--- config.mk ---
export PLATFORM = sky130hd
export DESIGN_NAME = payload_deser
export DESIGN_NICKNAME = d
export VERILOG_FILES = /design/src/rtl/payload_deser_pkg.sv /design/src/rtl/payload_deser_ctrl.sv /design/src/rtl/payload_deser_dp.sv /design/src/rtl/payload_deser.sv
export SDC_FILE = /design/constraint.sdc
export NUM_CORES = 1
export LEC_CHECK = 0
export CELL_PAD_IN_SITES_DETAIL_PLACEMENT = 1
export CELL_PAD_IN_SITES_GLOBAL_PLACEMENT = 1
export CORE_UTILIZATION = 25
export CTS_BUF_LIST = sky130_fd_sc_hd__clkbuf_4
export DETAILED_ROUTE_END_ITERATION = 6
export PLACE_DENSITY_LB_ADDON = 0.05
export SLEW_MARGIN = 20
export SYNTH_ARGS = -nofsm -noshare
export SYNTH_HDL_FRONTEND = slang
export SYNTH_HIERARCHICAL = 1
export SYNTH_SLANG_ARGS = --single-unit
export TNS_END_PERCENT = 20
--- constraint.sdc ---
create_clock -name clk -period 6.3 [get_ports clk]
set_input_delay 1.26 -clock clk [delete_from_list [all_inputs] [get_ports clk]]
set_output_delay 1.26 -clock clk [all_outputs]
set_load 0.01 [all_outputs]
--- src/rtl/payload_deser_pkg.sv ---
package payload_deser_pkg;
  localparam int BUS_W          = 8;
  localparam int NIB_W          = 4;
  localparam int E3_FRAME_BITS  = 1536;
  localparam int E3_OH_BITS     = 16;
  localparam int DS3_FRAME_BITS = 4760;
  localparam int DS3_BLOCK_BITS = 85;
  localparam int POS_W = $clog2(DS3_FRAME_BITS);
  localparam int BLK_W = $clog2(DS3_BLOCK_BITS);
  localparam int CNT_W = $clog2(BUS_W);

  typedef struct packed {
    logic shift;   // accept serIn into the assembly register
    logic load;    // this bit completes a word
    logic nibble;  // effective word width is NIB_W
  } deser_ctrl_t;
endpackage

--- src/rtl/payload_deser_ctrl.sv ---
module payload_deser_ctrl
  import payload_deser_pkg::*;
#(
  parameter int E3_FRAME  = E3_FRAME_BITS,
  parameter int E3_OH     = E3_OH_BITS,
  parameter int DS3_FRAME = DS3_FRAME_BITS,
  parameter int DS3_BLOCK = DS3_BLOCK_BITS
) (
  input  logic        clk,
  input  logic        rstN,
  input  logic        bitEn,
  input  logic        frameSync,
  input  logic        e3Mode,
  input  logic        nibbleMode,
  output deser_ctrl_t ctrl
);
  localparam logic [POS_W-1:0] E3_LAST  = POS_W'(E3_FRAME - 1);
  localparam logic [POS_W-1:0] DS3_LAST = POS_W'(DS3_FRAME - 1);
  localparam logic [BLK_W-1:0] BLK_LAST = BLK_W'(DS3_BLOCK - 1);

  logic [POS_W-1:0] posQ, curPos, lastPos;
  logic [BLK_W-1:0] blkQ, curBlk;
  logic [CNT_W-1:0] cntQ, lastCnt;
  logic lockedQ, locked, sync, isOh, effNib, take;

  always_comb begin
    sync    = frameSync & bitEn;
    effNib  = nibbleMode & ~e3Mode;
    lastCnt = effNib ? CNT_W'(NIB_W - 1) : CNT_W'(BUS_W - 1);
    lastPos = e3Mode ? E3_LAST : DS3_LAST;
    curPos  = sync ? '0 : posQ;
    curBlk  = sync ? '0 : blkQ;
    isOh    = e3Mode ? (curPos < POS_W'(E3_OH)) : (curBlk == '0);
    locked  = lockedQ | sync;
    take    = bitEn & locked & ~isOh;
    ctrl.shift  = take;
    ctrl.load   = take & (cntQ == lastCnt);
    ctrl.nibble = effNib;
  end

  always_ff @(posedge clk) begin
    if (!rstN) begin
      posQ    <= '0;
      blkQ    <= '0;
      cntQ    <= '0;
      lockedQ <= 1'b0;
    end else if (bitEn) begin
      posQ    <= (curPos == lastPos) ? '0 : curPos + 1'b1;
      blkQ    <= (curBlk == BLK_LAST) ? '0 : curBlk + 1'b1;
      lockedQ <= locked;
      if (sync)
        cntQ <= '0;
      else if (take)
        cntQ <= (cntQ == lastCnt) ? '0 : cntQ + 1'b1;
    end
  end
endmodule

--- src/rtl/payload_deser_dp.sv ---
module payload_deser_dp
  import payload_deser_pkg::*;
(
  input  logic             clk,
  input  logic             rstN,
  input  logic             serIn,
  input  deser_ctrl_t      ctrl,
  output logic [BUS_W-1:0] dataOut,
  output logic             dataStb
);
  logic [BUS_W-2:0] shQ;
  logic [BUS_W-1:0] assembled, word;

  always_comb begin
    assembled = {shQ, serIn};
    word = ctrl.nibble ? BUS_W'(assembled[NIB_W-1:0]) : assembled;
  end

  always_ff @(posedge clk) begin
    if (!rstN) begin
      shQ     <= '0;
      dataOut <= '0;
      dataStb <= 1'b0;
    end else begin
      dataStb <= ctrl.load;
      if (ctrl.shift) shQ <= assembled[BUS_W-2:0];
      if (ctrl.load)  dataOut <= word;
    end
  end
endmodule

--- src/rtl/payload_deser.sv ---
module payload_deser
  import payload_deser_pkg::*;
(
  input  logic       clk,
  input  logic       rstN,
  input  logic       bitEn,
  input  logic       serIn,
  input  logic       frameSync,
  input  logic       e3Mode,
  input  logic       nibbleMode,
  output logic [7:0] dataOut,
  output logic       dataStb
);
  deser_ctrl_t ctrl;

  payload_deser_ctrl ctrl_i (
    .clk(clk), .rstN(rstN), .bitEn(bitEn), .frameSync(frameSync),
    .e3Mode(e3Mode), .nibbleMode(nibbleMode), .ctrl(ctrl)
  );

  payload_deser_dp dp_i (
    .clk(clk), .rstN(rstN), .serIn(serIn), .ctrl(ctrl),
    .dataOut(dataOut), .dataStb(dataStb)
  );
endmodule

After elaboration in Yosys (flattened, before gate mapping)
Index checks and enable logic that the tools add are counted.

Equality and inequality tests: 3. Add/subtract/negate cells: 3. Reduce and logical (&&, ||, !) cells: 3. Bitwise gates (word level): 8. Mux-type cells: 11. Order comparisons: 1.

Operators with widths (number): 2-to-1 mux 13 bit (3); 2-to-1 mux 7 bit (2); adder 13 x 1 -> 13 bit (second input constant) (1); equality test 13 bit (1); < comparator 13 x 5 -> 1 bit (second input constant) (1); 2-to-1 mux 3 bit (4); 2-to-1 mux 8 bit (1); adder 7 x 1 -> 7 bit (second input constant) (1); equality test 7 bit (second input constant) (1); logical NOT 7 bit (1); bitwise AND 1 bit (5); adder 3 x 1 -> 3 bit (second input constant) (1); equality test 3 bit (1); inverter 1 bit (2); AND reduction 2 bit (1); nonzero test 2 bit (1); 2-to-1 mux 1 bit (1); bitwise OR 1 bit (1).

Word-level logic and storage cells: 36. Bits of input ports: 7. Register bits after elaboration: 40. Output and inout bits: 9.

Depth between registers and ports, before layout
Gate-level depths: netlist of the first run.

Depth after elaboration: 8. Mapped depth: 12.

Cells and area by module
Netlist of the first run, hierarchy kept.

By module, submodules not included: payload_deser_ctrl (seq. area each 480.5 um2, instances 1, area each 1456.4 um2, cells an instance 191); payload_deser_dp (seq. area each 320.3 um2, instances 1, area each 605.6 um2, cells an instance 51).

Least setup slack after synthesis of the first run
OpenSTA, ideal clock, no wires.

Path kind: in2reg. Start: input port frameSync. End: register dp_i.dataOut[6]. Path slack: 2.838 ns. Buffers on the path: 2. Stages on the path: 11. Required time: 6.183 ns. Setup time: 0.117 ns. Arrival: 3.345 ns. Cell sequence: clkbuf_1 -> nand2_1 -> and2_1 -> inv_1 -> ha_1 -> or3b_1 -> o21ai_0 -> nor3_2 -> and3_1 -> buf_4 -> a32o_1.

RTL lines: start, declared (line payload_deser.sv:8) `input logic frameSync,`; end signal, assigned (line payload_deser_dp.sv:27) `if (ctrl.load) dataOut <= word;`; end, declared (line payload_deser_dp.sv:8) `output logic [BUS_W-1:0] dataOut,`.

==> flow_metrics.tcl, run 1 <==
set metrics [dict create \
    finalWeightedCongestion 0.7245 \
    diodes 0 \
    synth_area_leaders "sky130_fd_sc_hd__dfxtp_1 39%, sky130_fd_sc_hd__mux2i_1 7.8%, sky130_fd_sc_hd__nor2b_1 4.9%" \
    final_core_utilization 0.2999 \
    commonest_non_fill_non_tap_cell_in_the_layout "sky130_fd_sc_hd__dfxtp_1" \
    fraction_of_registers_with_async_set_reset 0 \
    post_cts_clock_slew_at_the_launch_and_capture_registers_of_the_worst_setup_and_hold_paths_ns 0.13 \
    core_um2 7848 \
    synth_xor_area_frac 0.004248 \
    seq_area_frac_synth 0.3883 \
    synth-warning-count 6 \
    place_hpwl_um 3644 \
    post_cts_resize_count 0 \
    net_switching_uw 113.8 \
    synth_cells 242 \
    syn_area_um2 2062 \
    max-vdd-ir-drop_mv 0.05690 \
    critical_path_peak_fanout 16 \
    die_h_um 92.82 \
    hold-worst-slack_ns 0.4927 \
    cts_tree "yes" \
    swShare 0.2684 \
    hold_buffers 0 \
    postSynthRegisterBits 40 \
    fmax_achieved_ghz 0.2337 \
    hold_viol_final 0 \
    drt_drc_violations_left 0 \
    cp.required_ns 6.55 \
    cts_buffers 5 \
    drtPass1Iterations 4 \
    drive_gt1_frac 0.07031 \
    cellInternalPower_uw 310.2 \
    tritoncts_num_sinks 40 \
    synth-main-ff-cell "sky130_fd_sc_hd__dfxtp_1" \
    grt_first_pass_wirelength_um 8776 \
    drt_iter0_drc 40 \
    initial_antenna_violation_count 0 \
    totalNegativeSetupSlack_ns 0 \
    pwr-share-clk 0.304 \
    comb_power_share 0.088 \
    clockRootBuffer "sky130_fd_sc_hd__clkbuf_4" \
    syn_to_final_growth_pct 14.14 \
    critPathCaptureType "flip-flop" \
    p_per_area_nw_per_um2 180.2 \
    synth_simple_gate_area_frac 0.2907 \
    holdPathStages 2 \
    reg2reg_from "ctrl_i/blkQ[1]" \
    commonest_cells_after_routing_fill_and_taps_aside "40 x sky130_fd_sc_hd__dfxtp_1, 21 x sky130_fd_sc_hd__nand2_1, 18 x sky130_fd_sc_hd__nor2_1" \
    start_util 0.2628 \
    setup_slack_ns 2.021 \
    critPathArrivalTime_ns 4.53 \
    drv.max_cap_violation_count 0 \
    maxSlewViolCount 0 \
    finalNetCount 267 \
    syn-num-nets 253 \
    slew_headroom 0.5146 \
    reg2reg_to "dp_i/dataOut[4]" \
    routed-via-count 1784 \
    regToRegSetupSlack_ns 3.66 \
    wirelength_um 5257 \
    synth_compound_area_frac 0.1735 \
    portBuffers 15 \
    endpoint_of_the_worst_hold_path "ctrl_i/lockedQ" \
    outcome "completed" \
    synth_top_family_by_area "simple AND/OR/NAND/NOR gates" \
    detail_route.vias_per_cell 4.983 \
    worst_clock_skew_ns 0.006255 \
    post-synth-top-area-fraction 0.3883 \
    number_of_enable_flip_flop_cells_after_synthesis 0 \
    ioPinCount 16 \
    fp.dieArea_um2 8616 \
    rsz_0062_raised_after_global_routing "false" \
    clock_latency_ns 0.34 \
    postCtsSetupRepairBufs 0 \
    placement.setup.worst_slack_ns 1.616 \
    globalRoute.totalOverflow 0 \
    period_share 0.6792 \
    grt_max_degree 26 \
    floorplan.die.width_um 92.82 \
    first_global_vias 1747 \
    yosys.cell_types.count 46 \
    htreeDepth 2 \
    setup_violations 0 \
    final_antenna_net_count 0 \
    grt_util_all_layers 0.1292 \
    sequentialPowerShare 0.608 \
    synth_fa_ha_area_frac 0.02427 \
    detail_route.wl_per_cell_um 14.68 \
    worst-r2r-cell-count 10 \
    max-clock-path-buffers 2 \
    hold_path.startpoint "ctrl_i/lockedQ" \
    timing_worst_setup_path_type "input port to flip-flop" \
    syn_avg_cell_area_um2 8.521 \
    post-route-min-period_ns 4.279 \
    synth.mux.area_fraction 0.07767 \
    critPathLaunchType "input port" \
    timing_worst_slew_pin_value_ns 0.7258 \
    worst_hold_path_type "flip-flop to flip-flop" \
    num_rows 32 \
    static_leakage_power_uw 0.0007986 \
    netlist.top_cell.by_area "sky130_fd_sc_hd__dfxtp_1" \
]
## power by group through the flow
| stage | clock (uW) | sequential [uW] | combinational (uW) |
|---|---|---|---|
| after global placement | 0 | 264 | 38.7 |
| after floorplan | 0 | 263 | 24.3 |
| after CTS | 140 | 258 | 38.4 |
| final | 129 | 258 | 37.3 |
| after global routing | 151 | 259 | 42.0 |
| after detailed placement | 0 | 264 | 38.4 |
## routing by layer
| layer | global-route usage | up-vias | wire, um |
|---|---|---|---|
| li1 | - | 902 | - |
| met1 | 0.1764 | 854 | 2787 |
| met2 | 0.2028 | 23 | 2284 |
| met3 | 0.02709 | 5 | 137 |
| met4 | 0.03846 | 0 | 47 |
| met5 | 0 | - | 0 |
## critical path: stages
cell and delay (ns):
sky130_fd_sc_hd__clkdlybuf4s50_1 0.78, sky130_fd_sc_hd__nand2_1 0.34, sky130_fd_sc_hd__and2_1 0.19, sky130_fd_sc_hd__inv_1 0.05
sky130_fd_sc_hd__ha_1 0.19, sky130_fd_sc_hd__or3b_1 0.24, sky130_fd_sc_hd__o21ai_0 0.12, sky130_fd_sc_hd__nor3_2 0.17
sky130_fd_sc_hd__buf_4 0.23, sky130_fd_sc_hd__and3_1 0.52, sky130_fd_sc_hd__and2b_1 0.24, sky130_fd_sc_hd__a32o_1 0.19
## cell type report
type | count | area (um2)
fill | 953 | 5494
tap | 102 | 127.6
multi-input combinational | 184 | 1176
clock buffer | 5 | 37.54
sequential | 40 | 800.8
inverter | 7 | 26.28
clock inverter | 2 | 12.51
timing repair buffer | 18 | 172.7
## registers in the layout (all words and copies together) (netlist names)
name            count
ctrl_i/blkQ         7
dp_i/dataStb        1
ctrl_i/posQ        13
ctrl_i/lockedQ      1
dp_i/dataOut        8
ctrl_i/cntQ         3
dp_i/shQ            7
## synthesized netlist by cell type (2+ instances only)
master and number:
sky130_fd_sc_hd__inv_1 5, sky130_fd_sc_hd__a22oi_1 2, sky130_fd_sc_hd__nor3b_1 2, sky130_fd_sc_hd__nand3_1 13, sky130_fd_sc_hd__buf_2 2, sky130_fd_sc_hd__or3_1 4, sky130_fd_sc_hd__nor3_2 2, sky130_fd_sc_hd__a32oi_1 3
sky130_fd_sc_hd__o31ai_1 2, sky130_fd_sc_hd__o21ai_0 14, sky130_fd_sc_hd__a32o_1 4, sky130_fd_sc_hd__nor3_1 2, sky130_fd_sc_hd__o22ai_1 2, sky130_fd_sc_hd__clkinv_1 2, sky130_fd_sc_hd__mux2i_1 16, sky130_fd_sc_hd__and3_1 7
sky130_fd_sc_hd__and2_1 7, sky130_fd_sc_hd__nor2b_1 16, sky130_fd_sc_hd__a31oi_1 2, sky130_fd_sc_hd__nand4_1 8, sky130_fd_sc_hd__buf_4 4, sky130_fd_sc_hd__clkbuf_1 4, sky130_fd_sc_hd__nand2_1 21, sky130_fd_sc_hd__a21oi_1 17
sky130_fd_sc_hd__nor2_1 18, sky130_fd_sc_hd__ha_1 4, sky130_fd_sc_hd__dfxtp_1 40
## worst max path at each step
stage	startpoint	end
final	frameSync	dp_i/dataOut[4]
after global routing	frameSync	dp_i/dataOut[4]
after CTS	frameSync	dp_i/dataOut[4]
after detailed placement	frameSync	dp_i/dataOut[4]
after global placement	frameSync	dp_i/dataOut[4]
after floorplan	frameSync	dp_i/dataOut[6]
## cell families after synthesis
kind of cell	Yosys count
and+or+nand+nor	109
AOI/OAI and AO/OA	54
muxes	16
xor gates and xnor gates	1
buffers and inverters	18
adders and majority gates	4
DFF	40
## stage by stage
stage / power [uW] / cells / instance area, um2
finish: 424.0 / 358 / 2354
global placement: 302.6 / 351 / 2303
global route: 452.1 / 358 / 2354
detailed placement: 302.0 / 351 / 2303
floorplan: 287.0 / 242 / 2062
CTS: 436.3 / 358 / 2354
Power figures use the tool's default switching activity.
==> run 2: changes to the inputs <==
==> constraint.sdc (replaced) <==
create_clock -name clk -period 4.1 [get_ports clk]
set_input_delay 0.82 -clock clk [delete_from_list [all_inputs] [get_ports clk]]
set_output_delay 0.82 -clock clk [all_outputs]
set_load 0.01 [all_outputs]
==> run 2 against run 1 <==
  * First-iteration DRC count grew 85%
  * Clock skew grew 0.0071 ns
  * Largest power group unchanged
  * Routed wire length grew 4.0%
  * Power grew 58%
  * Critical path depth shrank 1
==> flow_metrics.tcl, run 2 (synthesis results as in run 1) <==
set metrics [dict create \
    timing_worst_slew_pin_value_ns 0.6123 \
    worst-r2r-cell-count 9 \
    net_switching_uw 188.8 \
    finalWeightedCongestion 0.7693 \
    core_um2 7848 \
    max-clock-path-buffers 2 \
    swShare 0.2822 \
    commonest_non_fill_non_tap_cell_in_the_layout "sky130_fd_sc_hd__dfxtp_1" \
    postCtsSetupRepairBufs 0 \
    max-vdd-ir-drop_mv 0.07904 \
    num_rows 32 \
    grt_util_all_layers 0.1394 \
    commonest_cells_after_routing_fill_and_taps_aside "40 x sky130_fd_sc_hd__dfxtp_1, 21 x sky130_fd_sc_hd__nand2_1, 18 x sky130_fd_sc_hd__nor2_1" \
    finalNetCount 269 \
    setup_slack_ns 0.9995 \
    drt_iter0_drc 74 \
    fp.dieArea_um2 8616 \
    number_of_flip_flops_in_the_largest_register 13 \
    critPathCaptureType "flip-flop" \
    detail_route.wl_per_cell_um 15.14 \
    timing_worst_setup_path_type "input port to flip-flop" \
    final_antenna_net_count 0 \
    static_leakage_power_uw 0.0008061 \
    critPathArrivalTime_ns 3.38 \
    period_share 0.7562 \
    place_hpwl_um 3668 \
    grt_first_pass_wirelength_um 9342 \
    post_cts_clock_slew_at_the_launch_and_capture_registers_of_the_worst_setup_and_hold_paths_ns 0.14 \
    setup_violations 0 \
    cp.required_ns 4.38 \
    totalNegativeSetupSlack_ns 0 \
    endpoint_of_the_worst_hold_path "ctrl_i/lockedQ" \
    worst_hold_path_type "flip-flop to flip-flop" \
    cts_tree "yes" \
    p_per_area_nw_per_um2 281.7 \
    sequentialPowerShare 0.593 \
    globalRoute.totalOverflow 0 \
    placement.setup.worst_slack_ns 0.5365 \
    reg2reg_from "ctrl_i/blkQ[1]" \
    routed-via-count 1794 \
    hold_buffers 0 \
    clockRootBuffer "sky130_fd_sc_hd__clkbuf_4" \
    post-route-min-period_ns 3.101 \
    final_core_utilization 0.3026 \
    worst_clock_skew_ns 0.01333 \
    floorplan.die.width_um 92.82 \
    hold_path.startpoint "ctrl_i/lockedQ" \
    fmax_achieved_ghz 0.3225 \
    portBuffers 15 \
    critPathLaunchType "input port" \
    detail_route.vias_per_cell 4.970 \
    die_h_um 92.82 \
    initial_antenna_violation_count 0 \
    tritoncts_num_sinks 40 \
    outcome "completed" \
    ioPinCount 16 \
    comb_power_share 0.089 \
    largestRegisters "ctrl_i/posQ x13, dp_i/dataOut x8" \
    drtPass1Iterations 4 \
    start_util 0.2628 \
    layout.filler_cells 947 \
    grt_max_degree 25 \
    pwr-share-clk 0.318 \
    drt_drc_violations_left 0 \
    hold_viol_final 0 \
    cts_buffers 5 \
    critical_path_peak_fanout 13 \
    reg2reg_to "dp_i/dataOut[4]" \
    holdPathStages 2 \
    drive_gt1_frac 0.07722 \
    regToRegSetupSlack_ns 1.63 \
    slew_headroom 0.5893 \
    wirelength_um 5465 \
    cellInternalPower_uw 480.1 \
    regMostFlops "ctrl_i/posQ" \
    first_global_vias 1832 \
    clock_latency_ns 0.36 \
    post_cts_resize_count 0 \
    maxSlewViolCount 0 \
    rsz_0062_raised_after_global_routing "false" \
    drv.max_cap_violation_count 0 \
    diodes 0 \
    htreeDepth 2 \
    syn_to_final_growth_pct 15.17 \
]
==> run 2: changes by cell type in the layout (fill, tap and decap cells not counted), sizes merged <==
cell,before,now
buf,3,5
clkinvlp,1,2
==> run 2: how the worst max path moves through the flow <==
stage,from,endpoint,slack (ns),depth (start not counted)
after floorplan,frameSync,dp_i/dataOut[6],1.08,11
after global placement,frameSync,dp_i/dataOut[4],0.61,11
after detailed placement,frameSync,dp_i/dataOut[4],0.54,11
after CTS,frameSync,dp_i/dataOut[4],0.95,11
after global routing,frameSync,dp_i/dataOut[4],0.71,11
final,frameSync,dp_i/dataOut[4],1.0,11
==> run 2: power groups by stage <==
stage | logic [uW] | clock network, uW | registers [uW]
final | 59.5 | 213 | 396
after global routing | 67.9 | 248 | 397
after CTS | 61.5 | 233 | 397
after detailed placement | 61.2 | 0 | 405
after global placement | 62.1 | 0 | 405
after floorplan | 37.4 | 0 | 404
==> run 2: layout make-up <==
cell class,count,area (um2),share of cell area
clock buffer,5,37.54,0.01581
clock inverter,3,18.77,0.007903
inverter,7,26.28,0.01106
multi-input combinational,184,1176,0.4953
sequential,40,800.8,0.3372
tap,102,127.6,0.05374
timing repair buffer,20,187.7,0.07903
==> run 2: layer usage <==
metal,vias up,track usage,part of all wire
met3,9,0.02709,0.026
met4,0,0.05641,0.018
li1,909,-,-
met1,851,0.1841,0.51
met2,25,0.2212,0.45
met5,-,0,0
==> run 2: worst max-delay path, stage by stage <==
cell	delay, ns
sky130_fd_sc_hd__clkdlybuf4s50_1	0.41
sky130_fd_sc_hd__nand2_1	0.17
sky130_fd_sc_hd__and2_1	0.18
sky130_fd_sc_hd__inv_1	0.05
sky130_fd_sc_hd__ha_1	0.20
sky130_fd_sc_hd__or3b_1	0.24
sky130_fd_sc_hd__o21ai_0	0.13
sky130_fd_sc_hd__nor3_2	0.20
sky130_fd_sc_hd__and3_1	0.54
sky130_fd_sc_hd__and2b_1	0.25
sky130_fd_sc_hd__a32o_1	0.19
==> run 2: metrics by stage <==
| stage | instances | total power, uW | cell area (um2) | hold slack [ns] |
|---|---|---|---|---|
| floorplan | 242 | 441.0 | 2062 | 0.4316 |
| global route | 361 | 713.7 | 2375 | 0.5233 |
| detailed placement | 353 | 466.3 | 2318 | 0.4546 |
| global placement | 353 | 467.1 | 2318 | 0.4500 |
| finish | 361 | 668.9 | 2375 | 0.4802 |
| CTS | 361 | 690.9 | 2375 | 0.4879 |
